==> src/rtl/cfg_stream_pkg.sv <==
// Package: shared constants and the initial item table of the configuration
// port. Item contents are computed here, not listed, so the table follows
// its value definitions. Assumes items are at most 8 bytes of integer data.
package cfg_stream_pkg;

    localparam int BANKS = 2;

    // Length in bytes of item i of bank b (b = 1 is the local bank).
    function automatic logic [15:0] item_len(input int b, input int i);
        logic [15:0] l;
        l = 16'd0;
        if (b == 0) begin
            case (i)
                0:       l = 16'd4;   // signature
                1:       l = 16'd2;   // 16-bit integer
                2:       l = 16'd4;   // 32-bit integer
                3:       l = 16'd8;   // 64-bit integer
                5:       l = 16'd3;   // writable buffer
                default: l = 16'd0;
            endcase
        end else begin
            case (i)
                0:       l = 16'd2;   // 16-bit integer
                1:       l = 16'd4;   // writable buffer
                default: l = 16'd0;
            endcase
        end
        return l;
    endfunction

    // Integer image of an item; byte k is taken least significant first.
    function automatic logic [63:0] item_value(input int b, input int i);
        logic [63:0] v;
        v = 64'd0;
        if (b == 0) begin
            case (i)
                0:       v = 64'h0000_0000_3047_4643;
                1:       v = 64'h0000_0000_0000_1234;
                2:       v = 64'h0000_0000_A1B2_C3D4;
                3:       v = 64'h0123_4567_89AB_CDEF;
                default: v = 64'd0;
            endcase
        end else if (i == 0) begin
            v = 64'h0000_0000_0000_5AA5;
        end
        return v;
    endfunction

    // Initial byte k of item i in bank b.
    function automatic logic [7:0] item_byte(input int b, input int i, input int k);
        logic [63:0] s;
        s = 64'd0;
        if (k < 8) begin
            s = item_value(b, i) >> (8 * k);
        end
        return s[7:0];
    endfunction

endpackage

==> src/rtl/cfg_key_decode.sv <==
// Module: splits a selection key into bank, write-channel flag and item index
// and flags indices outside the table. Purely combinational.
// Assumes the bank flag is the top key bit and the write flag the next one.
module cfg_key_decode #(
    parameter int KEY_W     = 16,
    parameter int NUM_ITEMS = 8,
    parameter int IDX_W     = $clog2(NUM_ITEMS)
) (
    input  logic [KEY_W-1:0] key,
    output logic             bank_local,
    output logic             wr_chan,
    output logic [IDX_W-1:0] idx,
    output logic             sel_ok
);
    localparam int FIELD_W = KEY_W - 2;

    logic [FIELD_W-1:0] field;

    // Field extraction and range test of the item index.
    always_comb begin
        bank_local = key[KEY_W-1];
        wr_chan    = key[KEY_W-2];
        field      = key[FIELD_W-1:0];
        sel_ok     = (field < FIELD_W'(NUM_ITEMS));
        idx        = field[IDX_W-1:0];
    end
endmodule

==> src/rtl/cfg_item_store.sv <==
// Module: byte storage for both banks with per-item lengths. Reset reloads
// the initial table from the package. One read address and one write port
// share the current bank/index/offset. Assumes table lengths fit MAX_LEN;
// larger lengths are clamped.
module cfg_item_store
    import cfg_stream_pkg::*;
#(
    parameter int NUM_ITEMS = 8,
    parameter int MAX_LEN   = 8,
    parameter int LEN_W     = 16,
    parameter int IDX_W     = $clog2(NUM_ITEMS),
    parameter int OFF_W     = $clog2(MAX_LEN)
) (
    input  logic             clk,
    input  logic             rst_n,
    input  logic             bank,
    input  logic [IDX_W-1:0] idx,
    input  logic [OFF_W-1:0] off,
    input  logic             wr_en,
    input  logic [7:0]       wr_byte,
    output logic [7:0]       rd_byte,
    output logic [LEN_W-1:0] len
);
    logic [7:0] mem [BANKS][NUM_ITEMS][MAX_LEN];
    logic [15:0] raw_len;

    // Table reload on reset, single byte update on an accepted write.
    always_ff @(posedge clk) begin
        if (!rst_n) begin
            for (int b = 0; b < BANKS; b++) begin
                for (int i = 0; i < NUM_ITEMS; i++) begin
                    for (int k = 0; k < MAX_LEN; k++) begin
                        mem[b][i][k] <= item_byte(b, i, k);
                    end
                end
            end
        end else if (wr_en) begin
            mem[bank][idx][off] <= wr_byte;
        end
    end

    // Byte and length lookup for the current selection.
    always_comb begin
        rd_byte = mem[bank][idx][off];
        raw_len = item_len(int'(bank), int'(idx));
        if (LEN_W'(raw_len) > LEN_W'(MAX_LEN)) begin
            len = LEN_W'(MAX_LEN);
        end else begin
            len = LEN_W'(raw_len);
        end
    end
endmodule

==> src/rtl/cfg_cursor.sv <==
// Module: holds the selected key and byte cursor, decides whether data
// accesses hit, and raises the completion pulse. Assumes at most one access
// per cycle and that the caller has already classified it.
module cfg_cursor #(
    parameter int KEY_W = 16,
    parameter int LEN_W = 16,
    parameter int IDX_W = 3
) (
    input  logic             clk,
    input  logic             rst_n,
    input  logic             sel_wr,
    input  logic [KEY_W-1:0] new_key,
    input  logic             data_rd,
    input  logic             data_wr,
    input  logic             sel_ok,
    input  logic             wr_chan,
    input  logic             bank,
    input  logic [IDX_W-1:0] idx,
    input  logic [LEN_W-1:0] item_len,
    output logic [KEY_W-1:0] cur_key,
    output logic [LEN_W-1:0] cur_off,
    output logic             rd_hit,
    output logic             wr_take,
    output logic             done_stb,
    output logic             done_bank,
    output logic [IDX_W-1:0] done_idx
);
    logic [LEN_W-1:0] off_inc;
    logic             last_byte;

    // Hit decisions for the pending data access.
    always_comb begin
        off_inc   = cur_off + LEN_W'(1);
        rd_hit    = sel_ok && (cur_off < item_len);
        wr_take   = data_wr && sel_ok && wr_chan && (cur_off < item_len);
        last_byte = (off_inc == item_len);
    end

    // Key and cursor update.
    always_ff @(posedge clk) begin
        if (!rst_n) begin
            cur_key <= '0;
            cur_off <= '0;
        end else if (sel_wr) begin
            cur_key <= new_key;
            cur_off <= '0;
        end else if (data_rd && rd_hit) begin
            cur_off <= off_inc;
        end else if (wr_take) begin
            cur_off <= last_byte ? '0 : off_inc;
        end
    end

    // Completion pulse with the item identity.
    always_ff @(posedge clk) begin
        if (!rst_n) begin
            done_stb  <= 1'b0;
            done_bank <= 1'b0;
            done_idx  <= '0;
        end else begin
            done_stb <= wr_take && last_byte;
            if (wr_take && last_byte) begin
                done_bank <= bank;
                done_idx  <= idx;
            end
        end
    end
endmodule

==> src/rtl/cfg_stream_port.sv <==
// Module: top of the keyed configuration byte-stream port. Classifies each
// host access, ties key decode, cursor and storage together and registers
// read data. Assumes one access per cycle; unsupported sizes are ignored.
module cfg_stream_port #(
    parameter int KEY_W     = 16,
    parameter int NUM_ITEMS = 8,
    parameter int MAX_LEN   = 8,
    parameter int LEN_W     = 16,
    parameter int IDX_W     = $clog2(NUM_ITEMS)
) (
    input  logic             clk,
    input  logic             rst_n,
    input  logic             bus_valid,
    input  logic             bus_sel,
    input  logic             bus_we,
    input  logic             bus_word,
    input  logic [KEY_W-1:0] bus_wdata,
    output logic [7:0]       rd_data,
    output logic             done_stb,
    output logic             done_bank,
    output logic [IDX_W-1:0] done_idx
);
    localparam int OFF_W = $clog2(MAX_LEN);

    logic             sel_wr, data_rd, data_wr, any_rd;
    logic [KEY_W-1:0] cur_key;
    logic [LEN_W-1:0] cur_off;
    logic             bank_local, wr_chan, sel_ok;
    logic [IDX_W-1:0] idx;
    logic             rd_hit, wr_take;
    logic [7:0]       rd_byte;
    logic [LEN_W-1:0] item_len;

    // Access classification.
    always_comb begin
        sel_wr  = bus_valid && !bus_sel && bus_we && bus_word;
        data_rd = bus_valid && bus_sel && !bus_we && !bus_word;
        data_wr = bus_valid && bus_sel && bus_we && !bus_word;
        any_rd  = bus_valid && !bus_we;
    end

    cfg_key_decode #(.KEY_W(KEY_W), .NUM_ITEMS(NUM_ITEMS), .IDX_W(IDX_W)) u_dec (
        .key        (cur_key),
        .bank_local (bank_local),
        .wr_chan    (wr_chan),
        .idx        (idx),
        .sel_ok     (sel_ok)
    );

    cfg_cursor #(.KEY_W(KEY_W), .LEN_W(LEN_W), .IDX_W(IDX_W)) u_cur (
        .clk       (clk),
        .rst_n     (rst_n),
        .sel_wr    (sel_wr),
        .new_key   (bus_wdata),
        .data_rd   (data_rd),
        .data_wr   (data_wr),
        .sel_ok    (sel_ok),
        .wr_chan   (wr_chan),
        .bank      (bank_local),
        .idx       (idx),
        .item_len  (item_len),
        .cur_key   (cur_key),
        .cur_off   (cur_off),
        .rd_hit    (rd_hit),
        .wr_take   (wr_take),
        .done_stb  (done_stb),
        .done_bank (done_bank),
        .done_idx  (done_idx)
    );

    cfg_item_store #(
        .NUM_ITEMS (NUM_ITEMS),
        .MAX_LEN   (MAX_LEN),
        .LEN_W     (LEN_W),
        .IDX_W     (IDX_W),
        .OFF_W     (OFF_W)
    ) u_store (
        .clk     (clk),
        .rst_n   (rst_n),
        .bank    (bank_local),
        .idx     (idx),
        .off     (cur_off[OFF_W-1:0]),
        .wr_en   (wr_take),
        .wr_byte (bus_wdata[7:0]),
        .rd_byte (rd_byte),
        .len     (item_len)
    );

    // Registered read data: item byte on a hit, zero for every other read.
    always_ff @(posedge clk) begin
        if (!rst_n) begin
            rd_data <= 8'h00;
        end else if (any_rd) begin
            rd_data <= (data_rd && rd_hit) ? rd_byte : 8'h00;
        end
    end
endmodule

==> config.mk <==
export PLATFORM = sky130hd
export DESIGN_NAME = cfg_stream_port
export DESIGN_NICKNAME = d
export VERILOG_FILES = /design/src/rtl/cfg_stream_pkg.sv /design/src/rtl/cfg_key_decode.sv /design/src/rtl/cfg_item_store.sv /design/src/rtl/cfg_cursor.sv /design/src/rtl/cfg_stream_port.sv
export SDC_FILE = /design/constraint.sdc
export NUM_CORES = 1
export LEC_CHECK = 0
export ABC_AREA = 0
export CAP_MARGIN = 30
export CELL_PAD_IN_SITES_DETAIL_PLACEMENT = 1
export CELL_PAD_IN_SITES_GLOBAL_PLACEMENT = 1
export CORE_MARGIN = 5
export CORE_UTILIZATION = 30
export CTS_BUF_LIST = sky130_fd_sc_hd__clkbuf_2
export DETAILED_ROUTE_END_ITERATION = 7
export DONT_BUFFER_PORTS = 1
export PLACE_DENSITY = 0.58
export SETUP_SLACK_MARGIN = 0.15
export SYNTH_ARGS = -nofsm -noshare
export SYNTH_HDL_FRONTEND = slang
export SYNTH_HIERARCHICAL = 1
export SYNTH_SLANG_ARGS = --single-unit
==> constraint.sdc <==
create_clock -name clk -period 11.54 [get_ports clk]
set_input_delay 2.885 -clock clk [delete_from_list [all_inputs] [get_ports clk]]
set_output_delay 2.885 -clock clk [all_outputs]
set_load 0.05 [all_outputs]
; Word-level counts from Yosys, hierarchy flattened
; Memories as Yosys holds them, arrays and structs flattened. A register that Yosys moved wholly into a read port is not among the register bits.
; Index checks and enable logic that the tools add are counted.
; W data, S select, Z words.
[op_classes]
n_addsub = 1
order_cmp = 7
n_eq_ne = 5
muxes = 48
bitwise_logic = 3
n_reduce_logical = 25
[ops]
columns = operator, count
row1 = $mux W512, 3
row2 = $reduce_or A512 Y1, 1
row3 = $mux W8, 25
row4 = $bmux W64 S3, 1
row5 = $demux W64 S3, 1
row6 = $mux W64, 3
row7 = $mux W16, 5
row8 = $bmux W8 S3, 1
row9 = $demux W8 S3, 1
row10 = $logic_and A1 B1 Y1, 17
row11 = $add A16 B1 Y16 const B, 1
row12 = $eq A16 B16 Y1, 1
row13 = $gt A16 B4 Y1 const B, 1
row14 = $lt A16 B16 Y1, 1
row15 = $pmux W4 S4, 1
row16 = $lt A14 B4 Y1 const B, 1
row17 = $ge A4 B4 Y1 const B, 2
row18 = $lt A4 B1 Y1 const B, 2
row19 = $not A3 Y4, 2
row20 = $eq A3 B2 Y1 const B, 2
row21 = $mux W1, 6
row22 = $pmux W3 S2, 1
row23 = $reduce_or A2 Y1, 2
row24 = $eq A3 B1 Y1 const B, 1
row25 = 5 further kinds, 7
[totals]
register_bits = 45
ram_bits = 1024
inputBits = 22
out_inout_bits = 13
elab_cells = 96
mem_count = 1
[memory_table]
columns = name, words, width, read_ports, rd_clocked_by_memory_dff, write_ports, line_no
row1 = u_store.mem, 2, 512, 1, 1, 2, cfg_item_store.sv:24  ; logic [7:0] mem [BANKS][NUM_ITEMS][MAX_LEN];

; Logic depth before layout (Yosys ltp)
[logic_depth]
depth_word = 13
ltp_mapped = 24

; Hierarchy
; The synthesis kept the hierarchy.
[by_module_without_submodules]
columns = mod, n_inst, cells_per_inst, area_each_um2
row1 = cfg_item_store, 1, 3074, 44614.0
row2 = cfg_cursor, 1, 303, 2502.4
row3 = cfg_stream_port, 1, 24, 295.3
row4 = cfg_key_decode, 1, 9, 61.3

; Worst setup path before layout
; No wires, ideal clock.
[synth_path]
path_kind = in2reg
start = input port bus_we
end = memory u_store/mem[1][100] in the netlist's numbering, data pin
setup_ns = 0.490
arrival_time_ns = 5.736
path_slack_ns = 5.314
path_stages = 9
path_cell_list = inv_1 nor3_1 nand2_1 or3_1 inv_1 clkbuf_1 nand2_1 clkbuf_1 nor2_1
[synth_lines]
columns = element, line_no
row1 = start: declaration, cfg_stream_port.sv:15  ; input logic bus_we,
row2 = end: declaration, cfg_item_store.sv:24

==> results_dict.tcl <==
set metrics [dict create \
    status "completed" \
    setup_slack_ns 4.37 \
    ys_warn_count 6 \
    utilization 0.331 \
    cp_max_fo 46 \
    routed-wl-met3_mm 14.2 \
    drtAntennaViolNets 0 \
    holdCritPathClass "register to register" \
    yosys.area.top_type_share 0.648 \
    row_count 146 \
    p_per_area_nw_per_um2 140 \
    synth_common_cells "edfxtp_1, and2_1, mux2i_1" \
    fmaxAchievable_mhz 139 \
    synth.distinct_cells 90 \
    fin_worst_skew_ns 0.142 \
    numPlacedInstances 5336 \
    cp.arrival_ns 8.41 \
    core-area_um2 158000 \
    die_w_um 408 \
    clock-root-buffer "clkbuf_2" \
    slew_headroom 0.223 \
    gr-total-overflow 0 \
    worst_setup_path_start_kind "register" \
    final-setup-viol-count 0 \
    die_h_um 408 \
    ir_worst_vdd_uv 83.4 \
    maxCapViolCount 0 \
    drive_gt1_frac 0.187 \
    area_delta_synth_final_pct 10.1 \
    syn_area_per_cell_um2 13.9 \
    critPathKind "register to register" \
    synth-edff-count 1024 \
    worstMarginPinSlew_ns 1.16 \
    async_flop_share 0 \
    synth_area_leaders "edfxtp_1, mux2i_1, and2_1, o22ai_1, dfxtp_1" \
    cts_resized 0 \
    grt_start_max_net_pins 80 \
    start_util 0.301 \
    fin_nets 3631 \
    clock-sinks 1069 \
    via_count 31700 \
    first_pass_iters 6 \
    seq_area_frac_synth 0.667 \
    numPortBuffers 0 \
    wirelength_met1_mm 73.8 \
    dpl.hpwl_mm 104 \
    yosysTopAreaCell "edfxtp_1" \
    cts_tree "built" \
    ys.flop_type "edfxtp_1" \
    cts_buffers 300 \
    antenna_found_initial 14 \
    grt_first_pass_wirelength_mm 244 \
    slew_viol_final 0 \
    cts-hold-fix-buffers 0 \
    clockBufferDepth 4 \
    routed-wl-met2_mm 81.9 \
    ys_ff_latch 1069 \
    post-cts-setup-buffers 0 \
    synth_area_um2 47500 \
    topRoutingLayerUsed "met5" \
    stdcell_count 5845 \
    fill_cells 17000 \
    critPathCaptureType "register" \
    leakagePower_nw 17.6 \
    grt_pass1_vias 32100 \
    tns_ns 0 \
    grtUsageTotal 0.205 \
    drcViolationCount 0 \
    rsz0062_at_grt "no" \
    hold_viol 0 \
    vias_per_cell 5.42 \
    drt_iter0_drc 3360 \
    io_pins 35 \
    dieArea_um2 166000 \
    place_ws_ns 4.30 \
    worstSkewPairLatency_ns 1.62 \
    post-synth-top-count-cell "edfxtp_1" \
    worst_ep_required_time_ns 12.77 \
    whs_ns 0.504 \
    syn_inst 3410 \
    finalCritPeriodShare 0.621 \
    path_clk_slew_ns 0.10 \
    wl_mm 176 \
    place.gp.congestion 0.835 \
    cts_htree_levels 5 \
    min_period_ns 7.17 \
    post_drt_wl_per_cell_um 30.0 \
]
through the flow:
stage	total power [mW]	area, µm²
finish	7.29	52300
global route	7.62	52200
CTS	7.37	52100
detailed placement	4.81	49800
global placement	4.80	49500
floorplan	4.68	47500
cell families (layout without fill, tap and decap cells):
kind of cell | Yosys count | count (layout) | share of synthesized area
AO/OA/AOI/OAI | 551 | 551 | 0.0753
adder cells (fa/ha/maj) | 17 | 17 | 0.00448
flip-flops | 1069 | 1069 | 0.667
XOR/XNOR | 29 | 29 | 0.00535
multiplexers | 453 | 453 | 0.102
buffers and inverters | 322 | 665 | 0.0318
other | 1 | 21 | 0.0000790
AND/OR/NAND/NOR | 968 | 968 | 0.114
where the power goes:
part / internal (mW) / switching, mW
combinational: 0.0968 / 0.240
clock: 0.965 / 1.60
sequential: 4.35 / 0.0474
layout by cell type, fill, tap and decap left out, drive strengths merged, types with 56 or more instances in the layout:
cell type / instances
mux2i: 398
nor2: 220
nand2: 56
o21ai: 103
o22ai: 159
buf: 156
and2: 441
edfxtp: 1024
or3: 67
clkbuf: 430
a21oi: 108
worst paths after layout:
kind | start | end | slack [ns] | cells after the start
hold reg to reg | u_cur/cur_key[12] | u_cur/cur_key[12] | 0.50 | 2
setup reg to reg | u_cur/cur_key[15] | u_store/mem[0][403] | 4.37 | 17
hold / removal | u_cur/cur_key[12] | u_cur/cur_key[12] | 0.50 | 2
setup / recovery | u_cur/cur_key[15] | u_store/mem[0][403] | 4.37 | 17
critical path, cell delays in order (launching register included):
cell,delay (ns)
dfxtp_4,0.73
buf_4,0.70
nor2b_1,0.17
a21oi_1,0.17
nor2_1,0.09
inv_1,0.09
ha_1,0.22
nor2b_1,0.13
o211ai_1,0.18
a21oi_1,0.09
o21a_1,0.42
or3_1,0.52
inv_1,0.50
nand2_2,0.11
nor2_1,0.60
nand2_1,0.67
buf_4,0.46
o21ai_0,0.90
sequential cells by signal, indices dropped and copies added, names as in the netlist:
name             count
u_cur/cur_off       16
u_cur/done_idx       3
u_cur/done_bank      1
u_cur/done_stb       1
u_cur/cur_key       16
u_store/mem       1024
rd_data              8
cell type report:
class / instances / area [µm²] / share of cell area
tap: 2072 / 2590 / 0.0496
inverter: 30 / 113 / 0.00215
clock inverter: 49 / 186 / 0.00357
multi-input combinational: 2030 / 14500 / 0.277
timing repair buffer: 161 / 1080 / 0.0207
clock buffer: 425 / 2130 / 0.0407
antenna: 9 / 22.5 / 0.000431
sequential: 1069 / 31700 / 0.606
per-layer routing:
layer,GRT usage,vias to the layer above
met2,0.329,1482
li1,-,13400
met3,0.0412,301
met4,0.0722,6
met5,0,-
met1,0.276,16500
Note: power is estimated with default switching activity, not from simulation.
